### config.mk
export PLATFORM = sky130hd
export DESIGN_NAME = mc_irq_distributor
export DESIGN_NICKNAME = d
export VERILOG_FILES = /design/src/rtl/irqd_pkg.sv /design/src/rtl/irqd_rst_sync.sv /design/src/rtl/irqd_cell.sv /design/src/rtl/irqd_arbiter.sv /design/src/rtl/mc_irq_distributor.sv
export SDC_FILE = /design/constraint.sdc
export NUM_CORES = 2
export LEC_CHECK = 0
export BUFFER_PORTS_ARGS = -buffer_cell sky130_fd_sc_hd__buf_2
export CAP_MARGIN = 20
export CORE_UTILIZATION = 66
export DETAILED_ROUTE_END_ITERATION = 10
export GPL_TIMING_DRIVEN = 0
export MAX_ROUTING_LAYER = met4
export PLACE_DENSITY = 0.85
export SLEW_MARGIN = 10
export SYNTH_ARGS = -nofsm -noshare
export SYNTH_HDL_FRONTEND = slang
export SYNTH_SLANG_ARGS = --single-unit
### constraint.sdc
create_clock -name clk -period 60 [get_ports clk]
set_input_delay 12 -clock clk [delete_from_list [all_inputs] [get_ports clk]]
set_output_delay 12 -clock clk [all_outputs]
set_load 0.05 [all_outputs]
### src/rtl/irqd_pkg.sv
package irqd_pkg;
  localparam int SGI_COUNT   = 16;
  localparam int PRIV_BASE   = 16;
  localparam int SHARED_BASE = 32;

  typedef enum logic [1:0] {
    ST_IDLE    = 2'd0,
    ST_PEND    = 2'd1,
    ST_ACT     = 2'd2,
    ST_ACTPEND = 2'd3
  } irq_state_e;
endpackage

### src/rtl/irqd_rst_sync.sv
module irqd_rst_sync (
  input  logic clk,
  input  logic rst_n,
  output logic rst_sync_n
);
  logic [1:0] sync_q;

  always_ff @(posedge clk or negedge rst_n) begin
    if (!rst_n) sync_q <= 2'b00;
    else        sync_q <= {sync_q[0], 1'b1};
  end

  assign rst_sync_n = sync_q[1];
endmodule

### src/rtl/irqd_cell.sv
module irqd_cell
  import irqd_pkg::*;
(
  input  logic       clk,
  input  logic       rst_n,
  input  logic       line_i,
  input  logic       swset_i,
  input  logic       ack_i,
  input  logic       eoi_i,
  output irq_state_e st_o
);
  irq_state_e st_q, st_d;

  always_comb begin
    st_d = st_q;
    unique case (st_q)
      ST_IDLE:    if (line_i || swset_i) st_d = ST_PEND;
      ST_PEND:    if (ack_i) st_d = line_i ? ST_ACTPEND : ST_ACT;
      ST_ACT: begin
        if (eoi_i)        st_d = swset_i ? ST_PEND : ST_IDLE;
        else if (swset_i) st_d = ST_ACTPEND;
      end
      ST_ACTPEND: if (eoi_i) st_d = ST_PEND;
      default:    st_d = ST_IDLE;
    endcase
  end

  always_ff @(posedge clk or negedge rst_n) begin
    if (!rst_n) st_q <= ST_IDLE;
    else        st_q <= st_d;
  end

  assign st_o = st_q;

  // only a pending interrupt can be claimed
  p_ack_on_pending_r5: assert property (@(posedge clk) disable iff (!rst_n)
    ack_i |-> st_q == ST_PEND);
  // claim while the line is high leaves a pending copy behind
  p_ack_line_high_r6: assert property (@(posedge clk) disable iff (!rst_n)
    (ack_i && line_i) |=> st_q == ST_ACTPEND);
  // completion of active-and-pending returns to pending
  p_eoi_actpend_r6: assert property (@(posedge clk) disable iff (!rst_n)
    (st_q == ST_ACTPEND && eoi_i) |=> st_q == ST_PEND);
  // completion of a plain active interrupt returns to idle
  p_eoi_active_r7: assert property (@(posedge clk) disable iff (!rst_n)
    (st_q == ST_ACT && eoi_i && !swset_i) |=> st_q == ST_IDLE);
endmodule

### src/rtl/irqd_arbiter.sv
module irqd_arbiter #(
  parameter int NSLOT = 80,
  parameter int PW    = 3,
  parameter int ID_W  = 6,
  parameter int SW    = 7
) (
  input  logic [NSLOT-1:0]           elig_i,
  input  logic [NSLOT-1:0]           fiq_i,
  input  logic [NSLOT-1:0][PW-1:0]   prio_i,
  input  logic [NSLOT-1:0][ID_W-1:0] id_i,
  output logic                       vld_o,
  output logic [SW-1:0]              slot_o,
  output logic [ID_W-1:0]            id_o,
  output logic                       fiq_o
);
  localparam int KW = 1 + PW + ID_W;

  logic [KW-1:0] best_key;
  logic [KW-1:0] cand_key;

  // ordering key: group-1 first, then priority value, then number
  always_comb begin
    vld_o    = 1'b0;
    slot_o   = '0;
    best_key = '1;
    cand_key = '1;
    for (int s = 0; s < NSLOT; s++) begin
      cand_key = {~fiq_i[s], prio_i[s], id_i[s]};
      if (elig_i[s] && (!vld_o || cand_key < best_key)) begin
        vld_o    = 1'b1;
        slot_o   = SW'(s);
        best_key = cand_key;
      end
    end
    id_o  = best_key[ID_W-1:0];
    fiq_o = vld_o & ~best_key[KW-1];
  end
endmodule

### src/rtl/mc_irq_distributor.sv
module mc_irq_distributor
  import irqd_pkg::*;
#(
  parameter int NUM_CORES     = 4,
  parameter int NUM_SHARED    = 8,
  parameter int PRIV_PER_CORE = 2,
  parameter int PRIO_W        = 3,
  parameter int ID_W          = 6,
  parameter int CW            = (NUM_CORES > 1) ? $clog2(NUM_CORES) : 1
) (
  input  logic                               clk,
  input  logic                               rst_n,
  input  logic [NUM_SHARED-1:0]              shared_irq_i,
  input  logic [NUM_CORES*PRIV_PER_CORE-1:0] priv_irq_i,
  input  logic                               cfg_we_i,
  input  logic [CW-1:0]                      cfg_core_i,
  input  logic [ID_W-1:0]                    cfg_id_i,
  input  logic                               cfg_en_i,
  input  logic                               cfg_fiq_i,
  input  logic [PRIO_W-1:0]                  cfg_prio_i,
  input  logic [NUM_CORES-1:0]               cfg_tgt_i,
  input  logic                               ack_req_i,
  input  logic [CW-1:0]                      ack_core_i,
  output logic                               ack_vld_o,
  output logic [ID_W-1:0]                    ack_id_o,
  input  logic                               eoi_req_i,
  input  logic [CW-1:0]                      eoi_core_i,
  input  logic [ID_W-1:0]                    eoi_id_i,
  input  logic                               sgi_req_i,
  input  logic [NUM_CORES-1:0]               sgi_tgt_i,
  input  logic [3:0]                         sgi_id_i,
  output logic [NUM_CORES-1:0]               irq_o,
  output logic [NUM_CORES-1:0]               fiq_o
);
  localparam int NC       = NUM_CORES;
  localparam int N_SGI    = NC * SGI_COUNT;
  localparam int N_PRIV   = NC * PRIV_PER_CORE;
  localparam int NSLOT    = N_SGI + N_PRIV + NUM_SHARED;
  localparam int SW       = $clog2(NSLOT);
  localparam logic [ID_W-1:0] SPURIOUS = '1;

  logic rst_q_n;

  irqd_rst_sync u_rst (.clk(clk), .rst_n(rst_n), .rst_sync_n(rst_q_n));

  // number space: 0..15 banked per core, 16.. banked per core, 32.. shared
  function automatic logic [SW:0] map_slot(input logic [CW-1:0] core,
                                           input logic [ID_W-1:0] id);
    int c;
    int i;
    c = int'(core);
    i = int'(id);
    if (i < SGI_COUNT && c < NC)
      return {1'b1, SW'(c * SGI_COUNT + i)};
    if (i >= PRIV_BASE && i < PRIV_BASE + PRIV_PER_CORE && c < NC)
      return {1'b1, SW'(N_SGI + c * PRIV_PER_CORE + i - PRIV_BASE)};
    if (i >= SHARED_BASE && i < SHARED_BASE + NUM_SHARED)
      return {1'b1, SW'(N_SGI + N_PRIV + i - SHARED_BASE)};
    return '0;
  endfunction

  logic          cfg_hit, eoi_hit;
  logic [SW-1:0] cfg_slot, eoi_slot;

  assign {cfg_hit, cfg_slot} = map_slot(cfg_core_i, cfg_id_i);
  assign {eoi_hit, eoi_slot} = map_slot(eoi_core_i, eoi_id_i);

  // per-core arbitration results
  logic [NC-1:0]           best_vld;
  logic [NC-1:0]           best_fiq;
  logic [SW-1:0]           best_slot [NC];
  logic [ID_W-1:0]         best_id   [NC];
  logic                    ack_hit;
  logic [SW-1:0]           ack_slot;

  assign ack_hit  = ack_req_i && best_vld[ack_core_i];
  assign ack_slot = best_slot[ack_core_i];

  // per-slot signals
  irq_state_e              st_w    [NSLOT];
  logic [NC-1:0]           owner_w [NSLOT];
  logic                    en_q    [NSLOT];
  logic                    fiq_q   [NSLOT];
  logic [PRIO_W-1:0]       prio_q  [NSLOT];
  logic [ID_W-1:0]         id_w    [NSLOT];

  for (genvar s = 0; s < NSLOT; s++) begin : g_slot
    logic cfg_wr;
    logic line;
    logic swset;

    assign cfg_wr = cfg_we_i && cfg_hit && (cfg_slot == SW'(s));

    always_ff @(posedge clk or negedge rst_q_n) begin
      if (!rst_q_n) begin
        en_q[s]   <= 1'b0;
        fiq_q[s]  <= 1'b0;
        prio_q[s] <= '0;
      end else if (cfg_wr) begin
        en_q[s]   <= cfg_en_i;
        fiq_q[s]  <= cfg_fiq_i;
        prio_q[s] <= cfg_prio_i;
      end
    end

    if (s < N_SGI) begin : g_sgi
      localparam int OWN = s / SGI_COUNT;
      localparam int NUM = s % SGI_COUNT;
      assign line       = 1'b0;
      assign swset      = sgi_req_i && sgi_tgt_i[OWN] && (sgi_id_i == 4'(NUM));
      assign owner_w[s] = NC'(1) << OWN;
      assign id_w[s]    = ID_W'(NUM);
    end else if (s < N_SGI + N_PRIV) begin : g_priv
      localparam int OWN = (s - N_SGI) / PRIV_PER_CORE;
      localparam int NUM = (s - N_SGI) % PRIV_PER_CORE;
      assign line       = priv_irq_i[s - N_SGI];
      assign swset      = 1'b0;
      assign owner_w[s] = NC'(1) << OWN;
      assign id_w[s]    = ID_W'(PRIV_BASE + NUM);
    end else begin : g_shared
      localparam int NUM = s - N_SGI - N_PRIV;
      logic [NC-1:0] tgt_q;
      always_ff @(posedge clk or negedge rst_q_n) begin
        if (!rst_q_n)    tgt_q <= '0;
        else if (cfg_wr) tgt_q <= cfg_tgt_i;
      end
      assign line       = shared_irq_i[NUM];
      assign swset      = 1'b0;
      assign owner_w[s] = tgt_q;
      assign id_w[s]    = ID_W'(SHARED_BASE + NUM);
    end

    irqd_cell u_cell (
      .clk     (clk),
      .rst_n   (rst_q_n),
      .line_i  (line),
      .swset_i (swset),
      .ack_i   (ack_hit && (ack_slot == SW'(s))),
      .eoi_i   (eoi_req_i && eoi_hit && (eoi_slot == SW'(s))),
      .st_o    (st_w[s])
    );
  end

  // pack per-slot views for the arbiters
  logic [NC-1:0][NSLOT-1:0]       elig;
  logic [NSLOT-1:0]               fiq_vec;
  logic [NSLOT-1:0][PRIO_W-1:0]   prio_vec;
  logic [NSLOT-1:0][ID_W-1:0]     id_vec;

  always_comb begin
    for (int s = 0; s < NSLOT; s++) begin
      fiq_vec[s]  = fiq_q[s];
      prio_vec[s] = prio_q[s];
      id_vec[s]   = id_w[s];
      for (int c = 0; c < NC; c++)
        elig[c][s] = (st_w[s] == ST_PEND) && en_q[s] && owner_w[s][c];
    end
  end

  for (genvar c = 0; c < NC; c++) begin : g_core
    irqd_arbiter #(.NSLOT(NSLOT), .PW(PRIO_W), .ID_W(ID_W), .SW(SW)) u_arb (
      .elig_i (elig[c]),
      .fiq_i  (fiq_vec),
      .prio_i (prio_vec),
      .id_i   (id_vec),
      .vld_o  (best_vld[c]),
      .slot_o (best_slot[c]),
      .id_o   (best_id[c]),
      .fiq_o  (best_fiq[c])
    );
    assign fiq_o[c] = best_vld[c] &  best_fiq[c];
    assign irq_o[c] = best_vld[c] & ~best_fiq[c];
  end

  // acknowledge answer register
  logic            ack_vld_d;
  logic [ID_W-1:0] ack_id_d;

  always_comb begin
    ack_vld_d = ack_req_i;
    ack_id_d  = ack_hit ? best_id[ack_core_i] : SPURIOUS;
  end

  always_ff @(posedge clk or negedge rst_q_n) begin
    if (!rst_q_n) begin
      ack_vld_o <= 1'b0;
      ack_id_o  <= SPURIOUS;
    end else begin
      ack_vld_o <= ack_vld_d;
      if (ack_req_i) ack_id_o <= ack_id_d;
    end
  end

  // a core never has both outputs raised
  p_fiq_excl_r9: assert property (@(posedge clk) disable iff (!rst_q_n)
    (irq_o & fiq_o) == '0);
  // every acknowledge is answered one cycle later
  p_ack_latency_r5: assert property (@(posedge clk) disable iff (!rst_q_n)
    ack_req_i |=> ack_vld_o);
  // all-ones answer exactly when the core had nothing to claim
  p_spurious_r8: assert property (@(posedge clk) disable iff (!rst_q_n)
    ack_vld_o |-> ((ack_id_o == SPURIOUS) ==
                   !$past(|((irq_o | fiq_o) & (NC'(1) << ack_core_i)))));
endmodule

==> results.txt <==
----------------------------------------------------
[Power and ir drop]
  Internal Pwr Total ... 1.319 mW
  Switching component of the power ... 1.169 mW
  Combinational share of power ... 58.6%
  Power per cell area ... 42.95 mW/mm^2
  Sw Share ... 46.99%
  Sequential Power Share ... 21.2%
  Worst vdd ir ... 0.02767 mV
  Clk network pwr share ... 20.1%
  Leak pwr ... 27.55 nW
  Total power consumption of the routed design ... 2.488 mW

[Global route]
  Via count of the first global-routing pass ... 49012
  Largest net degree at the start of global routing ... 65
  Global route overflow ... 0
  Total GRT Usage ... 44.41%
  Number of antenna violations at the first check in global routing ... 15
  Wire length of the first global-routing pass ... 274.6 mm

[Timing]
  Period utilization ... 94.93%
  Shortest clock period the worst path allows after layout ... 56.96 ns
  Worst slew slack as a fraction of its limit ... 9.834%
  Count of final setup violators ... 0
  Final clock skew ... 0.03252 ns
  PnR worst setup slack ... 3.039 ns
  Smallest hold slack ... 0.3442 ns
  Unrepaired setup endpoints after global routing ... false
  Total Negative Setup Slacks ... 0 ns
  Timing-limited maximum frequency ... 0.01756 GHz
  Slew Limit Fails ... 0
  Hold violation total from the final report ... 0
  Transition at the pin with the smallest max-transition slack ... 1.352 ns

[Cells and area]
  Fraction of final layout cells sized beyond drive strength 1 ... 14.53%
  Core utilization of the finished layout ... 73.08%
  Layout overhead on the synthesized area ... 9.123%
  Multi-input gate area in the final layout ... 0.03562 mm^2
  Number of cells in the finished layout apart from fillers ... 7571
  Storage element area ... 0.01505 mm^2
  Layout filler cell count ... 5991
  Non-Filler Cell Area, Final ... 0.05792 mm^2
  Number of nets in the final layout ... 6983

[Clock network]
  Clk sink count ... 601
  H-tree lvl count ... 3
  Clock slew at the register clock pins of the worst setup and hold paths ... 0.07 ns
  Clock latency on the worst-skew pair ... 0.67 ns
  TritonCTS clock tree ... built
  Number of clock buffers inserted by TritonCTS ... 73
  Root buffer cell ... clkbuf_16
  Maximum count of clock buffers along a single path ... 3

[Floorplanning]
  Starting Density ... 66.97%
  Width of the die ... 285.6 um
  Core Box Area ... 0.07926 mm^2
  Number of standard-cell rows in the floorplan ... 103
  Die span in y ... 285.6 um
  Overall die area ... 0.08156 mm^2
  Number of placed I/O pins ... 72

[Flow run]
  Maximum Capacitance Violations ... 0

[Setup path]
  Stages on the worst setup path ... 207
  Length in cells of the worst reg-to-reg path ... 209
  CP required ... 48.00 ns
  Stage delay of the slowest cell on the critical path ... 0.55 ns
  Largest fanout on the critical path ... 10
  Top cell family by delay on the critical path ... compound AO/OA/AOI/OAI gates
  Arrival time of data at the critical path endpoint ... 44.96 ns
  Kind of end point of the critical path ... output port
  Kind of start point of the critical path ... flip-flop
  Crit path max-delay cell type ... o31ai_2
  Kind of critical path ... flip-flop to output port
  CP bufs+invs ... 20
  Dominant cell type by count on the critical path ... ha_1

[Yosys]
  Post-Synthesis Cell Area ... 0.05308 mm^2
  Number of enable flip-flop cells after synthesis ... 0
  Sequential share of the synthesized area ... 28.35%
  YS warnings ... 0
  FF+latch count, synth ... 601
  Cell count after synthesis ... 6280
  Leading register cell type out of synthesis ... dfrtp_1
  Syn nets ... 6821
  Post-synthesis area per instance ... 8.452 um^2
  Count of distinct cell types in the synthesized netlist ... 141
  Async set-reset flop share out of synthesis ... 100.0%

[Status]
  Run status ... completed

[Detailed routing]
  Via/cell ratio ... 6.813
  Vias ... 51584
  Detailed Route WL ... 179.4 mm
  Routed length per instance ... 23.69 um
  Antenna Violating Nets Remaining ... 0
  DRC Markers ... 0
  First-pass iteration count of the detailed router ... 7
  First DRT Iteration DRCs ... 5560

[Worst hold path]
  Path category of the worst min-delay check ... flip-flop to asynchronous set/reset pin

[Placed design]
  Buffers on Ports ... 63
  Setup WS pre-CTS ... 4.352 ns
  Global placer's final weighted congestion ... 1.090
  Detail Placement HPWL ... 136.9 mm
  Number of cells in the design after placement ... 7415
  Post-Place Cell Area ... 0.05517 mm^2

----------------------------------------------------
==> cell type report <==
cell class	instances	share of cell area, %
multi-input cells	5047	61.50
flip-flops and latches	601	25.99
clock buffers	97	3.625
inverters	467	3.027
well taps	1050	2.268
repair buffers	87	1.281
plain buffers	165	1.270
clock inverters	34	0.9462
diodes	23	0.09937
==> power by group through the flow <==
| stage | clock [mW] | sequential [mW] | combinational [mW] |
|---|---|---|---|
| 6_report | 0.500 | 0.529 | 1.46 |
| 5_1_grt | 0.515 | 0.535 | 1.58 |
| 4_1_cts | 0.500 | 0.526 | 1.41 |
| 3_5_place_dp | 0 | 0.532 | 1.39 |
| 3_3_place_gp | 0 | 0.536 | 1.33 |
| 2_1_floorplan | 0 | 0.528 | 1.03 |
==> routing by layer <==
layer | wire, um | vias to the layer above | track usage, %
li1 | - | 23224 | -
met1 | 67920 | 24584 | 53.32
met2 | 76450 | 2947 | 64.45
met3 | 20960 | 829 | 12.72
met4 | 14020 | 0 | 30.23
met5 | 0 | - | -
==> cell usage after synthesis (15+ instances only) <==
| master | number | share of area (%) |
|---|---|---|
| o21bai_1 | 25 | 0.35 |
| nor2b_1 | 67 | 0.79 |
| and2_1 | 72 | 0.85 |
| o41ai_1 | 20 | 0.33 |
| ha_1 | 480 | 11 |
| o21a_1 | 49 | 0.69 |
| buf_2 | 18 | 0.17 |
| nor2_1 | 539 | 3.8 |
| a31o_2 | 16 | 0.26 |
| o21ai_0 | 412 | 3.9 |
| dfrtp_1 | 595 | 28 |
| mux2_2 | 494 | 10 |
| and3_1 | 57 | 0.67 |
| a21oi_1 | 453 | 4.3 |
| o31ai_1 | 35 | 0.50 |
| inv_1 | 467 | 3.3 |
| a221oi_1 | 20 | 0.33 |
| nand3_1 | 176 | 1.7 |
| a21boi_0 | 15 | 0.21 |
| o31a_1 | 23 | 0.38 |
| nand2_1 | 713 | 5.0 |
| mux2i_1 | 119 | 2.2 |
| nor3_1 | 85 | 0.80 |
| nand2b_1 | 75 | 0.88 |
| o211ai_1 | 67 | 0.95 |
| clkbuf_1 | 118 | 0.83 |
| a22oi_1 | 17 | 0.24 |
| or3_1 | 36 | 0.42 |
| o211a_1 | 20 | 0.38 |
| nor4_1 | 18 | 0.21 |
| nand3b_1 | 19 | 0.27 |
| o21ai_1 | 22 | 0.21 |
| a21o_1 | 132 | 1.9 |
| nand4_1 | 52 | 0.61 |
| or2_2 | 67 | 0.79 |
| xnor2_1 | 16 | 0.26 |
| a211o_1 | 33 | 0.54 |
| maj3_1 | 37 | 0.70 |
| a31oi_1 | 77 | 0.91 |
| a22o_1 | 25 | 0.41 |
| o22ai_1 | 27 | 0.32 |
| o2111ai_1 | 21 | 0.35 |
| a211oi_1 | 45 | 0.64 |
| a2111o_1 | 15 | 0.32 |
==> layout by cell type, fill, tap and decap left out, types with 20 or more instances in the layout <==
master / Yosys / layout
nand2_1: 713 / 713
dfrtp_1: 595 / 594
nor2_1: 539 / 529
mux2_2: 494 / 494
ha_1: 480 / 480
inv_1: 467 / 467
a21oi_1: 453 / 453
o21ai_0: 412 / 411
nand3_1: 176 / 176
a21o_1: 132 / 132
clkbuf_1: 118 / 122
mux2i_1: 119 / 119
nor3_1: 85 / 84
buf_2: 18 / 82
a31oi_1: 77 / 77
nand2b_1: 75 / 75
clkbuf_16: 0 / 75
and2_1: 72 / 72
nor2b_1: 67 / 67
or2_2: 67 / 67
o211ai_1: 67 / 67
and3_1: 57 / 57
nand4_1: 52 / 52
o21a_1: 49 / 49
a211oi_1: 45 / 45
maj3_1: 37 / 37
or3_1: 36 / 36
o31ai_1: 35 / 34
a211o_1: 33 / 33
o22ai_1: 27 / 27
a22o_1: 25 / 25
o21bai_1: 25 / 25
diode_2: 0 / 23
o21ai_1: 22 / 23
o31a_1: 23 / 23
o2111ai_1: 21 / 21
a221oi_1: 20 / 20
o211a_1: 20 / 20
==> worst paths after layout <==
path,startpoint,to,slack [ns]
max in group asynchronous,rst_n,u_rst.sync_q[1],48.77
setup reg to reg,g_slot[16].u_cell.st_o[1],g_slot[34].u_cell.st_o[1],12.99
hold reg to reg,u_rst.sync_q[1],fiq_q[4],0.34
setup / recovery,g_slot[16].u_cell.st_o[1],irq_o[1],3.04
min in group clk,u_rst.sync_q[0],u_rst.sync_q[1],0.35
hold / removal,u_rst.sync_q[1],fiq_q[4],0.34
==> sequential cells by signal, indices dropped and copies added, names as in the netlist <==
name and cells:
prio_q 240, g_slot.u_cell.st_o 160, en_q 80, fiq_q 80
g_slot.g_shared.tgt_q 32, ack_id_o 6, u_rst.sync_q 2, ack_vld_o 1
==> cells by family (layout without fill, tap and decap cells) <==
logic type                 Yosys count  in the layout  synth area share, %
muxes                              628            628                13.09
and+or+nand+nor                   2066           2066                18.31
AOI/OAI and AO/OA                 1804           1804                22.95
other                                1             24             0.007065
DFF                                601            601                28.35
xor gates and xnor gates            26             26               0.4290
adders and majority gates          522            522                12.19
buffers and inverters              632            850                4.679
==> worst register-to-register path, delay by kind of cell, from the launching register on <==
| family | cells | cell delay, ns |
|---|---|---|
| AO/OA/AOI/OAI | 91 | 21.31 |
| adder cells (fa/ha/maj) | 27 | 7.38 |
| multiplexers | 16 | 5.41 |
| AND/OR/NAND/NOR | 55 | 9.39 |
| buffers and inverters | 20 | 2.96 |
| flip-flops | 1 | 0.37 |
==> timing repair <==
action | in CTS | in global routing
hold buffers | 0 | 0
buffers inserted | 0 | 0
resized for setup | 0 | 5
setup endpoints to repair | 0 | 3
(Power assumes the default switching activity.)
